===== config.mk =====
export PLATFORM = sky130hd
export DESIGN_NAME = pix_black_clamp
export DESIGN_NICKNAME = d
export VERILOG_FILES = /design/src/rtl/blc_pkg.sv /design/src/rtl/blc_col_ctr.sv /design/src/rtl/blc_black_est.sv /design/src/rtl/blc_sub.sv /design/src/rtl/pix_black_clamp.sv
export SDC_FILE = /design/constraint.sdc
export NUM_CORES = 1
export LEC_CHECK = 0
export ABC_AREA = 1
export BUFFER_PORTS_ARGS = -buffer_cell sky130_fd_sc_hd__buf_2
export CORE_UTILIZATION = 60
export DETAILED_ROUTE_END_ITERATION = 10
export HOLD_SLACK_MARGIN = 0.15
export PLACE_DENSITY = 0.81
export RECOVER_POWER = 100
export SYNTH_ARGS = -nofsm -noshare
export SYNTH_HDL_FRONTEND = slang
export SYNTH_SLANG_ARGS = --single-unit

===== constraint.sdc =====
create_clock -name clk -period 7.79 [get_ports clk]
set_clock_uncertainty 0.1 [all_clocks]
set_input_delay 0.3895 -clock clk [delete_from_list [all_inputs] [get_ports clk]]
set_output_delay 0.3895 -clock clk [all_outputs]
set_load 0.005 [all_outputs]

===== src/rtl/blc_pkg.sv =====
package blc_pkg;

    // Length of the black reference window
    typedef enum logic {
        BLK_LEN_8  = 1'b0,
        BLK_LEN_16 = 1'b1
    } blk_len_e;

    // Right shift that turns a window sum into its mean
    function automatic int unsigned blk_shift(input blk_len_e len);
        return (len == BLK_LEN_16) ? 4 : 3;
    endfunction

    // Number of pixels in the window
    function automatic int unsigned blk_count(input blk_len_e len);
        return (len == BLK_LEN_16) ? 16 : 8;
    endfunction

endpackage


===== src/rtl/blc_col_ctr.sv =====
module blc_col_ctr #(
    parameter int COL_W = 13
) (
    input  logic             clk,
    input  logic             rst_n,
    input  logic             in_valid,
    input  logic             in_line_sync,
    output logic [COL_W-1:0] col_idx
);

    localparam logic [COL_W-1:0] COL_MAX = {COL_W{1'b1}};

    typedef struct packed {
        logic [COL_W-1:0] col;
    } ctr_st_t;

    ctr_st_t st_d, st_q;
    logic [COL_W-1:0] col_now;

    always_comb begin
        st_d    = st_q;
        // a line pulse makes the pixel of this very cycle column 0
        col_now = in_line_sync ? '0 : st_q.col;
        st_d.col = col_now;
        if (in_valid) begin
            st_d.col = (col_now == COL_MAX) ? COL_MAX : col_now + 1'b1;
        end
    end

    always_ff @(posedge clk or negedge rst_n) begin
        if (!rst_n) begin
            st_q <= '0;
        end else begin
            st_q <= st_d;
        end
    end

    assign col_idx = col_now;

endmodule


===== src/rtl/blc_black_est.sv =====
module blc_black_est
    import blc_pkg::*;
#(
    parameter int PIX_W = 12,
    parameter int COL_W = 13
) (
    input  logic             clk,
    input  logic             rst_n,
    input  logic             in_valid,
    input  logic             in_line_sync,
    input  logic [PIX_W-1:0] in_pix,
    input  logic [COL_W-1:0] col_idx,
    input  logic [COL_W-1:0] win_start,
    input  logic             win_len16,
    output logic [PIX_W-1:0] meas_lvl
);

    // 16 pixels at most, so 4 extra bits of headroom
    localparam int ACC_W = PIX_W + 4;
    localparam int EXT_W = COL_W + 1;

    typedef struct packed {
        logic [ACC_W-1:0] acc;
        logic [PIX_W-1:0] lvl;
    } est_st_t;

    est_st_t st_d, st_q;

    blk_len_e         len_sel;
    logic [EXT_W-1:0] win_lo;
    logic [EXT_W-1:0] win_hi;
    logic [EXT_W-1:0] col_ext;
    logic             in_win;
    logic             win_last;
    logic [ACC_W-1:0] acc_base;
    logic [ACC_W-1:0] acc_sum;
    logic [ACC_W-1:0] mean;

    always_comb begin
        len_sel  = blk_len_e'(win_len16);
        win_lo   = {1'b0, win_start};
        win_hi   = win_lo + EXT_W'(blk_count(len_sel));
        col_ext  = {1'b0, col_idx};
        in_win   = in_valid && (col_ext >= win_lo) && (col_ext < win_hi);
        win_last = in_valid && (col_ext == win_hi - 1'b1);

        // a new line throws away any partial sum
        acc_base = in_line_sync ? '0 : st_q.acc;
        acc_sum  = acc_base + ACC_W'(in_pix);
        mean     = acc_sum >> blk_shift(len_sel);

        st_d     = st_q;
        st_d.acc = acc_base;
        if (in_win) begin
            st_d.acc = acc_sum;
        end
        if (win_last) begin
            st_d.lvl = PIX_W'(mean);
            st_d.acc = '0;
        end
    end

    always_ff @(posedge clk or negedge rst_n) begin
        if (!rst_n) begin
            st_q <= '0;
        end else begin
            st_q <= st_d;
        end
    end

    assign meas_lvl = st_q.lvl;

endmodule


===== src/rtl/blc_sub.sv =====
module blc_sub #(
    parameter int PIX_W = 12
) (
    input  logic             clk,
    input  logic             rst_n,
    input  logic             in_valid,
    input  logic             in_line_sync,
    input  logic             in_frame_sync,
    input  logic [PIX_W-1:0] in_pix,
    input  logic [PIX_W-1:0] level,
    output logic             out_valid,
    output logic             out_line_sync,
    output logic             out_frame_sync,
    output logic [PIX_W-1:0] out_pix
);

    typedef struct packed {
        logic             vld;
        logic             lsync;
        logic             fsync;
        logic [PIX_W-1:0] pix;
    } sub_st_t;

    sub_st_t      st_d, st_q;
    logic [PIX_W:0] diff;

    always_comb begin
        diff       = {1'b0, in_pix} - {1'b0, level};
        st_d       = '0;
        st_d.vld   = in_valid;
        st_d.lsync = in_line_sync;
        st_d.fsync = in_frame_sync;
        if (in_valid) begin
            // borrow out means the pixel was darker than the level
            st_d.pix = diff[PIX_W] ? '0 : diff[PIX_W-1:0];
        end
    end

    always_ff @(posedge clk or negedge rst_n) begin
        if (!rst_n) begin
            st_q <= '0;
        end else begin
            st_q <= st_d;
        end
    end

    assign out_valid      = st_q.vld;
    assign out_line_sync  = st_q.lsync;
    assign out_frame_sync = st_q.fsync;
    assign out_pix        = st_q.pix;

endmodule


===== src/rtl/pix_black_clamp.sv =====
module pix_black_clamp #(
    parameter int PIX_W = 12,
    parameter int COL_W = 13
) (
    input  logic             clk,
    input  logic             rst_n,
    input  logic             in_valid,
    input  logic             in_line_sync,
    input  logic             in_frame_sync,
    input  logic [PIX_W-1:0] in_pix,
    input  logic [COL_W-1:0] cfg_blk_start,
    input  logic             cfg_blk_len16,
    input  logic             cfg_const_en,
    input  logic [PIX_W-1:0] cfg_const_lvl,
    output logic             out_valid,
    output logic             out_line_sync,
    output logic             out_frame_sync,
    output logic [PIX_W-1:0] out_pix
);

    logic [COL_W-1:0] col_idx;
    logic [PIX_W-1:0] meas_lvl;
    logic [PIX_W-1:0] use_lvl;

    blc_col_ctr #(
        .COL_W(COL_W)
    ) col_i (
        .clk         (clk),
        .rst_n       (rst_n),
        .in_valid    (in_valid),
        .in_line_sync(in_line_sync),
        .col_idx     (col_idx)
    );

    blc_black_est #(
        .PIX_W(PIX_W),
        .COL_W(COL_W)
    ) est_i (
        .clk         (clk),
        .rst_n       (rst_n),
        .in_valid    (in_valid),
        .in_line_sync(in_line_sync),
        .in_pix      (in_pix),
        .col_idx     (col_idx),
        .win_start   (cfg_blk_start),
        .win_len16   (cfg_blk_len16),
        .meas_lvl    (meas_lvl)
    );

    always_comb begin
        use_lvl = cfg_const_en ? cfg_const_lvl : meas_lvl;
    end

    blc_sub #(
        .PIX_W(PIX_W)
    ) sub_i (
        .clk           (clk),
        .rst_n         (rst_n),
        .in_valid      (in_valid),
        .in_line_sync  (in_line_sync),
        .in_frame_sync (in_frame_sync),
        .in_pix        (in_pix),
        .level         (use_lvl),
        .out_valid     (out_valid),
        .out_line_sync (out_line_sync),
        .out_frame_sync(out_frame_sync),
        .out_pix       (out_pix)
    );

endmodule


Word level (Yosys, flattened, before mapping)
Index checks and enable logic that the tools add are counted.
{"block": "classes", "add_sub_neg": 5, "order_cmp": 2, "reduce_logical": 3, "eq_ne": 2, "shift": 1, "n_mux": 11}
{"cell": "13-bit two-way mux", "n": 3}
{"cell": "12-bit two-way mux", "n": 3}
{"cell": "16-bit two-way mux", "n": 2}
{"cell": "16-bit by 32-bit >> shifter with 12-bit output", "n": 1}
{"cell": "28-bit two-way mux", "n": 1}
{"cell": "16-bit by 12-bit adder with 16-bit output", "n": 1}
{"cell": "13-bit by 14-bit adder with 14-bit output", "n": 1}
{"cell": "13-bit by 14-bit == test with 1-bit output", "n": 1}
{"cell": "13-bit by 14-bit < comparator with 1-bit output", "n": 1}
{"cell": "14-bit by 1-bit subtractor with 14-bit output (second input constant)", "n": 1}
{"cell": "13-bit by 1-bit adder with 13-bit output (second input constant)", "n": 1}
{"cell": "13-bit == test (second input constant)", "n": 1}
{"cell": "13-bit greater-or-equal comparator", "n": 1}
{"cell": "12-bit by 12-bit subtractor with 13-bit output", "n": 1}
{"cell": "5-bit two-way mux", "n": 1}
{"cell": "1-bit logical AND", "n": 3}
{"cell": "3-bit two-way mux", "n": 1}
{"block": "word_totals", "ff_bits": 56, "input_bits": 44, "output_inout_bits": 15}

Logic depth before layout (Yosys ltp)
Gate-level depths: netlist of run 1.
{"block": "logic_depth", "depth_word": 6, "ltp_mapped": 22, "mapped_depth_nobuf": 20}

Modules after synthesis
Synthesis of run 1 repeated with hierarchy kept, for this count alone.
{"block": "hier_totals", "hier_cells": 1003, "area_unflattened_um2": 6269.8}
{"mod": "blc_black_est", "area_per_inst_um2": 3897.5, "n_inst": 1, "cells_per_inst": 662}
{"mod": "blc_sub", "area_per_inst_um2": 1227.4, "n_inst": 1, "cells_per_inst": 172}
{"mod": "blc_col_ctr", "area_per_inst_um2": 987.2, "n_inst": 1, "cells_per_inst": 130}
{"mod": "pix_black_clamp", "area_per_inst_um2": 157.7, "n_inst": 1, "cells_per_inst": 39}

Worst setup path after synthesis of run 1
No wires, ideal clock.
{"block": "synth_timing", "path_type": "input-to-reg", "from": "in cfg_blk_len16", "to": "reg est_i.st_q[12] (netlist name)", "setup_slack_ns": 4.207, "arrival_time_ns": 3.363, "setup_time_ns": 0.120, "n_path_buf": 2, "cell_stages": 19, "cell_sequence": "inv_1 clkbuf_1 ha_1 inv_1 fa_1 inv_1 nand3_1 nand2_2 inv_1 ha_1 a21oi_1 o21ai_0 nand2_1 o211ai_1 a21oi_2 nand2_1 buf_2 o21ai_0 nor2_1"}
{"element": "start: declaration", "line_no": "pix_black_clamp.sv:12", "source": "input logic cfg_blk_len16,"}
{"element": "end signal: assignment", "line_no": "blc_black_est.sv:67", "source": "st_q <= st_d;"}
{"element": "end: declaration", "line_no": "blc_black_est.sv:27", "source": "est_st_t st_d, st_q;"}

==> impl_metrics.env, run 1 <==
export IMPL_dr_first_iter_drc_count=362
export IMPL_synth_largest_area_cell="dfrtp_1"
export IMPL_synth_top_family_by_area="simple AND/OR/NAND/NOR gates"
export IMPL_endpoint_kind="flop"
export IMPL_finalSetupViolCount=0
export IMPL_die_x_um=96.95
export IMPL_worstSkewPairLatency_ns=0.32
export IMPL_synth_edf_count=0
export IMPL_syn_nets=924
export IMPL_antenna_found_initial=0
export IMPL_ys_types=39
export IMPL_cts_tree="yes"
export IMPL_dieArea_sq_mm=0.009398
export IMPL_min_delay_start="in_pix[0]"
export IMPL_hold_viol=0
export IMPL_place_hpwl_mm=11.18
export IMPL_period_share_pct=66.48
export IMPL_drc=0
export IMPL_synth_mux_area_fraction_pct=2.036
export IMPL_dp_cells=980
export IMPL_grtUsageMet1_pct=40.97
export IMPL_ir_drop_v=0.0001164
export IMPL_cts_buffers=5
export IMPL_synth_area_leaders="dfrtp_1 (26%), nand2_1 (15%), ha_1 (12%), inv_1 (7.4%), nor2_1 (7.1%)"
export IMPL_overflow=0
export IMPL_fin_nets=979
export IMPL_yosys_area_share_simple_pct=38.03
export IMPL_final_util_pct=67.10
export IMPL_cts_resized=0
export IMPL_slew_viol_final=38
export IMPL_grt_use_total_pct=29.89
export IMPL_grt_max_degree=38
export IMPL_async_flop_share_pct=100.0
export IMPL_cap_violations=1
export IMPL_synthesis_area_sq_mm=0.005409
export IMPL_grt_pass1_vias=5149
export IMPL_rsz0062_at_grt="false"
export IMPL_cts_max_level=2
export IMPL_regToRegSetupSlack_ns=3.84
export IMPL_powerDensity_mw_per_mm2=109.9
export IMPL_max_freq_mhz=193.1
export IMPL_cts_root_buf="clkbuf_8"
export IMPL_leakage_nw=3.223
export IMPL_rows=34
export IMPL_io_buffer_count=58
export IMPL_grt_first_pass_wirelength_mm=23.27
export IMPL_synth_area_per_cell_sq_um=6.548
export IMPL_drtPass1Iterations=5
export IMPL_synth_compound_area_share_pct=9.646
export IMPL_cts_setup_buffers=0
export IMPL_grtUsageMet2_pct=48.81
export IMPL_fin_cells=990
export IMPL_io_pins=59
export IMPL_required_ns=7.85
export IMPL_reg2reg_from="col_i.st_q[10]"
export IMPL_start_kind="primary input"
export IMPL_clockBufferDepth=2
export IMPL_diodes=0
export IMPL_busiest_layer="met2"
export IMPL_status="complete, but fails checks"
export IMPL_fin_total_pwr_uw=643.2
export IMPL_fp_coreArea_sq_mm=0.008721
export IMPL_die_h_um=96.95
export IMPL_period_needed_ns=5.179
export IMPL_cts_sinks=56
export IMPL_yosysSeqAreaShare_pct=25.91
export IMPL_synth_xor_area_share_pct=2.753
export IMPL_yosys_area_top_type_share_pct=25.91
export IMPL_finalHoldWorstSlack_ns=0.3815
export IMPL_crit_type="in -> reg"
export IMPL_synth_adder_area_share_pct=12.91
export IMPL_final_cell_mix="nand2_1 (223), inv_1 (106), nor2_1 (105)"
export IMPL_fillers=764
export IMPL_initial_core_util_pct=62.02
export IMPL_critPathArrivalTime_ns=5.24
export IMPL_path_clk_slew_ns=0.10
export IMPL_use_met3_pct=4.986
export IMPL_r2r_end="est_i.st_q[12]"
export IMPL_reg2regPathDepth=11
export IMPL_syn_to_final_growth_pct=8.189
export IMPL_vias=5602
export IMPL_worstMarginPinSlew_ns=2.108
export IMPL_vias_per_cell=5.659
export IMPL_holdBufCountCts=2
export IMPL_hold_path_depth=4
export IMPL_violations="max-capacitance violations, max-slew violations"
export IMPL_hp_class="in -> reg"
export IMPL_syn_inst=826
export IMPL_wire_per_inst_um=13.95
export IMPL_ant_nets=0
export IMPL_layout_area_seq_sq_mm=0.001401
export IMPL_whs_endpoint="est_i.st_q[12]"
export IMPL_wl_mm=13.81
export IMPL_yosysWarnings=0
export IMPL_crit_fanout=17
export IMPL_tns_ns=0
export IMPL_synth_seq_cells=56
export IMPL_drive_gt1_share_pct=8.844
export IMPL_synth_ff_type="dfrtp_1"
export IMPL_multi_input_area_sq_mm=0.003507
export IMPL_slew_headroom_pct=-40.50
export IMPL_place_congestion=0.9645
export IMPL_layout_commonest_cell="nand2_1"
[worst max-delay path by stage]
stage | start | end | cells past startpoint
global route | cfg_blk_len16 | est_i.st_q[12] | 18
detailed placement | cfg_blk_len16 | est_i.st_q[12] | 18
finish | cfg_blk_len16 | est_i.st_q[12] | 18
CTS | cfg_blk_len16 | est_i.st_q[12] | 18
floorplan | cfg_blk_len16 | est_i.st_q[12] | 19
global placement | cfg_blk_len16 | est_i.st_q[12] | 18
[state kept, by name, indices dropped and copies added, names as in the netlist]
signal	flops
col_i.st_q	13
sub_i.out_line_sync	1
sub_i.out_valid	1
sub_i.out_pix	12
sub_i.out_frame_sync	1
est_i.st_q	16
est_i.meas_lvl	12
[stage by stage]
stage          setup WS (ns)  cell area [sq um]
2_1_floorplan          4.207               5409
6_report               2.611               5852
5_1_grt                2.156               5852
3_5_place_dp           3.071               5779
4_1_cts                3.399               5896
3_3_place_gp           3.234               5779
[critical path, cell delays in order]
cell and delay, ns:
clkbuf_1 0.23, inv_1 0.43, ha_1 0.34, inv_1 0.08
fa_1 0.47, inv_1 0.14, nand2_1 0.06, nand2_1 0.15
inv_1 0.08, ha_1 0.29, nand2_1 0.10, inv_1 0.04
nand4_1 0.08, o211ai_1 0.16, a21oi_1 1.03, nand2_1 0.73
o21ai_0 0.36, nor2_1 0.06
[cell families after synthesis]
kind of cell               count (synthesis)
adders and majority gates                 54
DFF                                       56
xor gates and xnor gates                  17
and+or+nand+nor                          470
muxes                                     11
AOI/OAI and AO/OA                         96
buffers and inverters                    122
[final cells by class]
class | instances | share of cell area (%)
clock buffer | 5 | 1.176
clock inverter | 3 | 0.4704
inverter | 109 | 6.992
multi-input combinational | 648 | 59.93
sequential | 56 | 23.95
tap | 108 | 2.309
timing repair buffer | 61 | 5.174
[power breakdown]
| part | total [mW] | switching [mW] | internal (mW) |
|---|---|---|---|
| clock network | 0.171 | 0.105 | 0.0663 |
| registers | 0.301 | 0.00204 | 0.299 |
| logic | 0.171 | 0.111 | 0.0600 |
[synth_stat cells, types with 3 or more instances]
master,count
a21oi_1,47
a31oi_1,3
and3_1,3
clkbuf_1,7
dfrtp_1,56
fa_1,3
ha_1,51
inv_1,106
mux2i_1,11
nand2_1,223
nand2_2,4
nand3_1,62
nand3b_1,3
nand4_1,21
nor2_1,102
nor2_2,8
nor2_4,4
nor3_1,29
nor4_1,4
o211ai_1,6
o21ai_0,29
o21ai_1,3
o21bai_1,3
or2_2,4
xnor2_1,4
xor2_1,13
[per-layer routing]
metal	up-vias	wire [um]	part of all wire (%)
met5	-	0	0
met4	0	238	1.7
met3	28	994	7.2
met2	208	6217	45
met1	2555	6364	46
li1	2811	-	-
(Power assumes the default switching activity.)
==> run 2, diff against run 1 <==
Clock period 7.79 ns to 5.4 ns, I/O delays scaled along.
==> impl_metrics.env, run 2 (synthesis gave the netlist of run 1 again) <==
export IMPL_rows=34
export IMPL_drive_gt1_share_pct=9.050
export IMPL_critPathArrivalTime_ns=4.46
export IMPL_cts_sinks=56
export IMPL_slew_headroom_pct=-40.25
export IMPL_ir_drop_v=0.0001476
export IMPL_period_needed_ns=4.364
export IMPL_cts_buffers=5
export IMPL_initial_core_util_pct=62.02
export IMPL_hp_class="in -> reg"
export IMPL_dr_first_iter_drc_count=384
export IMPL_cts_tree="yes"
export IMPL_slew_viol_final=38
export IMPL_crit_fanout=27
export IMPL_cpPeakStageDelay_ns=0.90
export IMPL_wl_mm=13.98
export IMPL_p_seq_share_pct=46.8
export IMPL_grt_use_total_pct=29.95
export IMPL_max_freq_mhz=229.2
export IMPL_fin_area_sq_mm=0.005884
export IMPL_diodes=0
export IMPL_crit_type="in -> reg"
export IMPL_required_ns=5.49
export IMPL_tns_ns=0
export IMPL_cp_buffers_inverters=5
export IMPL_finalSetupViolCount=0
export IMPL_multi_input_area_sq_mm=0.003523
export IMPL_slowest_stage="clkbuf_1"
export IMPL_dp_cells=981
export IMPL_violations="max-capacitance violations, max-slew violations"
export IMPL_clkPwrFrac_pct=26.6
export IMPL_io_buffer_count=58
export IMPL_worstSkewPairLatency_ns=0.32
export IMPL_overflow=0
export IMPL_layout_commonest_cell="nand2_1"
export IMPL_pre_cts_ws_ns=1.136
export IMPL_largest_register_ffs=16
export IMPL_layout_area_seq_sq_mm=0.001401
export IMPL_grt_pass1_vias=5128
export IMPL_fp_coreArea_sq_mm=0.008721
export IMPL_cap_violations=1
export IMPL_status="complete, but fails checks"
export IMPL_period_share_pct=80.81
export IMPL_powerDensity_mw_per_mm2=157.7
export IMPL_ant_nets=0
export IMPL_top_register="est_i.st_q"
export IMPL_cts_root_buf="clkbuf_8"
export IMPL_endpoint_kind="flop"
export IMPL_final_cell_mix="nand2_1 (225), inv_1 (106), nor2_1 (103)"
export IMPL_pwr_share_comb_pct=26.6
export IMPL_rsz0062_at_grt="false"
export IMPL_fin_nets=981
export IMPL_vias_per_cell=5.691
export IMPL_p_int_uw=613.2
export IMPL_fillers=766
export IMPL_place_hpwl_mm=11.29
export IMPL_die_x_um=96.95
export IMPL_clockBufferDepth=2
export IMPL_path_cells="clkbuf_1 -> inv_1 -> nand2_1 -> inv_1 -> ha_1 -> inv_1 -> o21bai_1 -> a21oi_1 -> o21ai_0 -> nand3_1 -> nand3_1 -> nand2_1 -> inv_1 -> nand2_1 -> o21ai_0 -> nor2_1"
export IMPL_swShare_pct=33.92
export IMPL_grt_first_pass_wirelength_mm=23.23
export IMPL_place_congestion=0.9496
export IMPL_final_util_pct=67.47
export IMPL_path_clk_slew_ns=0.11
export IMPL_vias=5645
export IMPL_start_kind="primary input"
export IMPL_leakage_nw=3.214
export IMPL_io_pins=59
export IMPL_grt_max_degree=38
export IMPL_cts_setup_buffers=0
export IMPL_worstMarginPinSlew_ns=2.104
export IMPL_drtPass1Iterations=5
export IMPL_dieArea_sq_mm=0.009398
export IMPL_antenna_found_initial=0
export IMPL_crit_family="buffers and inverters"
export IMPL_crit_top_cell="inv_1"
export IMPL_finalWorstSetupSlack_ns=1.036
export IMPL_reg_largest_list="est_i.st_q (16), col_i.st_q (13)"
export IMPL_p_sw_uw=314.8
export IMPL_cts_max_level=2
export IMPL_wire_per_inst_um=14.09
export IMPL_die_h_um=96.95
export IMPL_hold_viol=0
export IMPL_syn_to_final_growth_pct=8.790
export IMPL_drc=0
export IMPL_dpl_cell_area_sq_mm=0.005787
export IMPL_fin_cells=992
==> run 2: cell types whose count changed in the layout (fill, tap and decap cells not counted), sizes merged <==
| cell | before | now |
|---|---|---|
| dlygate4sd3 | 2 | 3 |
| clkbuf | 14 | 15 |
==> run 2: final cells by class <==
class / instances / area share [%]
Clock buffer: 5 / 1.169
Tap cell: 108 / 2.296
Clock inverter: 3 / 0.4678
Sequential cell: 56 / 23.81
Timing Repair Buffer: 63 / 5.422
Inverter: 109 / 6.953
Multi-Input combinational cell: 648 / 59.88
==> run 2: per-layer routing <==
layer	global-route usage (%)	vias up	part of all wire (%)
li1	-	2820	-
met1	41.85	2556	45
met2	48.16	239	45
met3	5.347	30	8.5
met4	7.118	0	1.7
met5	0	-	0
==> run 2: path summary, 6_finish.rpt <==
| path | from | endpoint | cells past startpoint | slack (ns) |
|---|---|---|---|---|
| max | in_line_sync | est_i.st_q[12] | 16 | 1.04 |
| min | in_pix[0] | est_i.st_q[12] | 4 | 0.28 |
| max reg2reg | col_i.st_q[1] | est_i.st_q[12] | 14 | 2.09 |
| min reg2reg | est_i.meas_lvl[6] | est_i.meas_lvl[6] | 2 | 0.39 |
| max in group asynchronous | rst_n | est_i.meas_lvl[4] | 3 | 2.21 |
| min in group asynchronous | rst_n | col_i.st_q[0] | 2 | 0.50 |
==> run 2: worst reg2reg max path: cells and delay by family (launching register included) <==
kind	cells	cell delay, ns
and+or+nand+nor	6	0.99
AOI/OAI and AO/OA	4	0.81
buffers and inverters	3	0.58
DFF	1	0.38
adders and majority gates	1	0.32
==> run 2: stage by stage <==
step | hold slack (ns) | power, mW
2_1_floorplan | -0.1256 | 0.6049
3_3_place_gp | 0.1165 | 0.6771
3_5_place_dp | 0.1242 | 0.6854
4_1_cts | 0.2289 | 0.9330
5_1_grt | 0.2832 | 0.9822
6_report | 0.2781 | 0.9280
==> run 2: repair_timing <==
item                                   in CTS  in global routing
hold buffers                                3                  0
gates resized for setup                     0                  0
endpoints found under the hold margin      21                  0
==> run 2: power by group through the flow <==
stage / sequential (mW) / clock [mW] / combinational [mW]
after global placement: 0.442 / 0 / 0.235
after detailed placement: 0.442 / 0 / 0.243
final: 0.434 / 0.247 / 0.247
after global routing: 0.435 / 0.269 / 0.278
after floorplan: 0.444 / 0 / 0.161
after CTS: 0.434 / 0.253 / 0.246
==> run 3, diff against run 2 <==
Clock period 5.4 ns to 4.2 ns, I/O delays scaled along.
==> impl_metrics.env, run 3 (synthesis gave the netlist of run 1 again) <==
export IMPL_slowest_stage="dlygate4sd3_1"
export IMPL_finalSetupViolCount=0
export IMPL_finalWorstSetupSlack_ns=0.7674
export IMPL_ant_nets=0
export IMPL_fp_coreArea_sq_mm=0.008721
export IMPL_period_share_pct=81.73
export IMPL_reg2regPathDepth=13
export IMPL_slew_headroom_pct=-93.63
export IMPL_overflow=0
export IMPL_pre_cts_ws_ns=0.6106
export IMPL_grt_max_degree=57
export IMPL_r2r_end="est_i.st_q[12]"
export IMPL_antenna_found_initial=0
export IMPL_endpoint_kind="flop"
export IMPL_cp_depth=12
export IMPL_slew_viol_final=57
export IMPL_crit_end="est_i.meas_lvl[0]"
export IMPL_fin_cells=995
export IMPL_grt_use_total_pct=30.60
export IMPL_tns_ns=0
export IMPL_dpl_cell_area_sq_mm=0.005809
export IMPL_powerDensity_mw_per_mm2=199.8
export IMPL_top_register="est_i.st_q"
export IMPL_vias_per_cell=5.718
export IMPL_drc=0
export IMPL_grt_pass1_vias=5192
export IMPL_worstSkewPairLatency_ns=0.32
export IMPL_initial_core_util_pct=62.02
export IMPL_status="complete, but fails checks"
export IMPL_reg2reg_from="col_i.st_q[10]"
export IMPL_drtPass1Iterations=5
export IMPL_cts_root_buf="clkbuf_8"
export IMPL_hp_class="in -> reg"
export IMPL_critPathArrivalTime_ns=3.51
export IMPL_path_clk_slew_ns=0.11
export IMPL_fin_nets=984
export IMPL_place_hpwl_mm=11.58
export IMPL_cpPeakStageDelay_ns=0.52
export IMPL_die_x_um=96.95
export IMPL_cap_violations=1
export IMPL_io_buffer_count=58
export IMPL_final_util_pct=67.79
export IMPL_final_cell_mix="nand2_1 (223), inv_1 (106), nor2_1 (103)"
export IMPL_crit_start="in_valid"
export IMPL_syn_to_final_growth_pct=9.299
export IMPL_crit_family="buffers and inverters"
export IMPL_ir_drop_v=0.0001417
export IMPL_io_pins=59
export IMPL_required_ns=4.28
export IMPL_clockBufferDepth=2
export IMPL_reg_largest_list="est_i.st_q (16), col_i.st_q (13)"
export IMPL_cts_buffers=5
export IMPL_place_congestion=0.9323
export IMPL_finalHoldWorstSlack_ns=0.1812
export IMPL_vias=5689
export IMPL_die_h_um=96.95
export IMPL_crit_fanout=21
export IMPL_crit_type="in -> reg"
export IMPL_leakage_nw=3.252
export IMPL_cts_sinks=56
export IMPL_drive_gt1_share_pct=9.921
export IMPL_diodes=0
export IMPL_fin_area_sq_mm=0.005912
export IMPL_path_cells="dlygate4sd3_1 -> clkbuf_1 -> clkinv_1 -> nor2_1 -> a21boi_0 -> nand2_1 -> nor2_1 -> nand3_1 -> nor2_1 -> nand3_4 -> nor2_4 -> o21ai_0"
export IMPL_fillers=743
export IMPL_worstMarginPinSlew_ns=2.904
export IMPL_crit_top_cell="nor2_1"
export IMPL_max_freq_mhz=291.3
export IMPL_cts_max_level=2
export IMPL_layout_commonest_cell="nand2_1"
export IMPL_violations="max-capacitance violations, max-slew violations"
export IMPL_cts_tree="yes"
export IMPL_cp_buffers_inverters=3
export IMPL_largest_register_ffs=16
export IMPL_grt_first_pass_wirelength_mm=23.66
export IMPL_hold_viol=0
export IMPL_fin_total_pwr_mw=1.181
export IMPL_start_kind="primary input"
export IMPL_min_delay_start="in_line_sync"
export IMPL_rows=34
export IMPL_period_needed_ns=3.433
export IMPL_rsz0062_at_grt="false"
export IMPL_dieArea_sq_mm=0.009398
export IMPL_dr_first_iter_drc_count=413
export IMPL_dp_cells=984
export IMPL_regToRegSetupSlack_ns=1.21
export IMPL_wl_mm=14.34
export IMPL_wire_per_inst_um=14.42
## run 3: cell count changes in the layout (fill, tap and decap cells not counted), moves of 2 or more
| cell | delta |
|---|---|
| nand2_1 | -2 |
| clkbuf_1 | -2 |
| buf_2 | +4 |
| buf_4 | +2 |
## run 3: worst register-to-register path, cell delays in order (launching register included)
cell and delay (ns):
dfrtp_1 0.39, inv_1 0.07, nor2_1 0.45, ha_1 0.38, a21oi_1 0.15, o21ai_0 0.09
a21oi_1 0.12, nand3_1 0.12, nand2_1 0.13, inv_1 0.08, nand2_1 0.45, o21ai_0 0.18
o21ai_0 0.11, nor2_1 0.05
## run 3: per-layer routing
| metal | vias up | global-route usage (%) | routed length, um |
|---|---|---|---|
| met2 | 237 | 49.89 | 6486 |
| met3 | 22 | 5.708 | 1184 |
| li1 | 2819 | - | - |
| met5 | - | 0 | 0 |
| met4 | 0 | 7.348 | 189 |
| met1 | 2611 | 42.01 | 6483 |
## run 3: power by group
group | switching, mW | leakage (nW) | internal, mW | total, mW
clock | 0.182 | 0.0445 | 0.119 | 0.301
combinational | 0.208 | 2.45 | 0.113 | 0.322
sequential | 0.00380 | 0.759 | 0.554 | 0.558
## run 3: worst min-delay path by stage
stage	endpoint	slack [ns]	cells after the start
floorplan	col_i.st_q[0]	-0.19	0
global placement	sub_i.out_frame_sync	0.22	1
detailed placement	sub_i.out_frame_sync	0.22	1
CTS	sub_i.out_line_sync	0.18	1
global route	sub_i.out_line_sync	0.20	1
finish	sub_i.out_line_sync	0.18	1
## run 3: layout make-up
cell class                      count  area, sq um  area share (%)
Tap cell                          108        135.1           2.286
Timing Repair Buffer               66        342.8           5.799
Sequential cell                    56         1401           23.70
Clock inverter                      3        21.27          0.3598
Multi-Input combinational cell    648         3533           59.77
Inverter                          109        409.1           6.921
Clock buffer                        5        68.82           1.164
## run 3: what timing repair did
item	in CTS	in global routing
resized for setup	0	0
hold buffers	3	0
endpoints found under the hold margin	58	0
buffers inserted	0	0
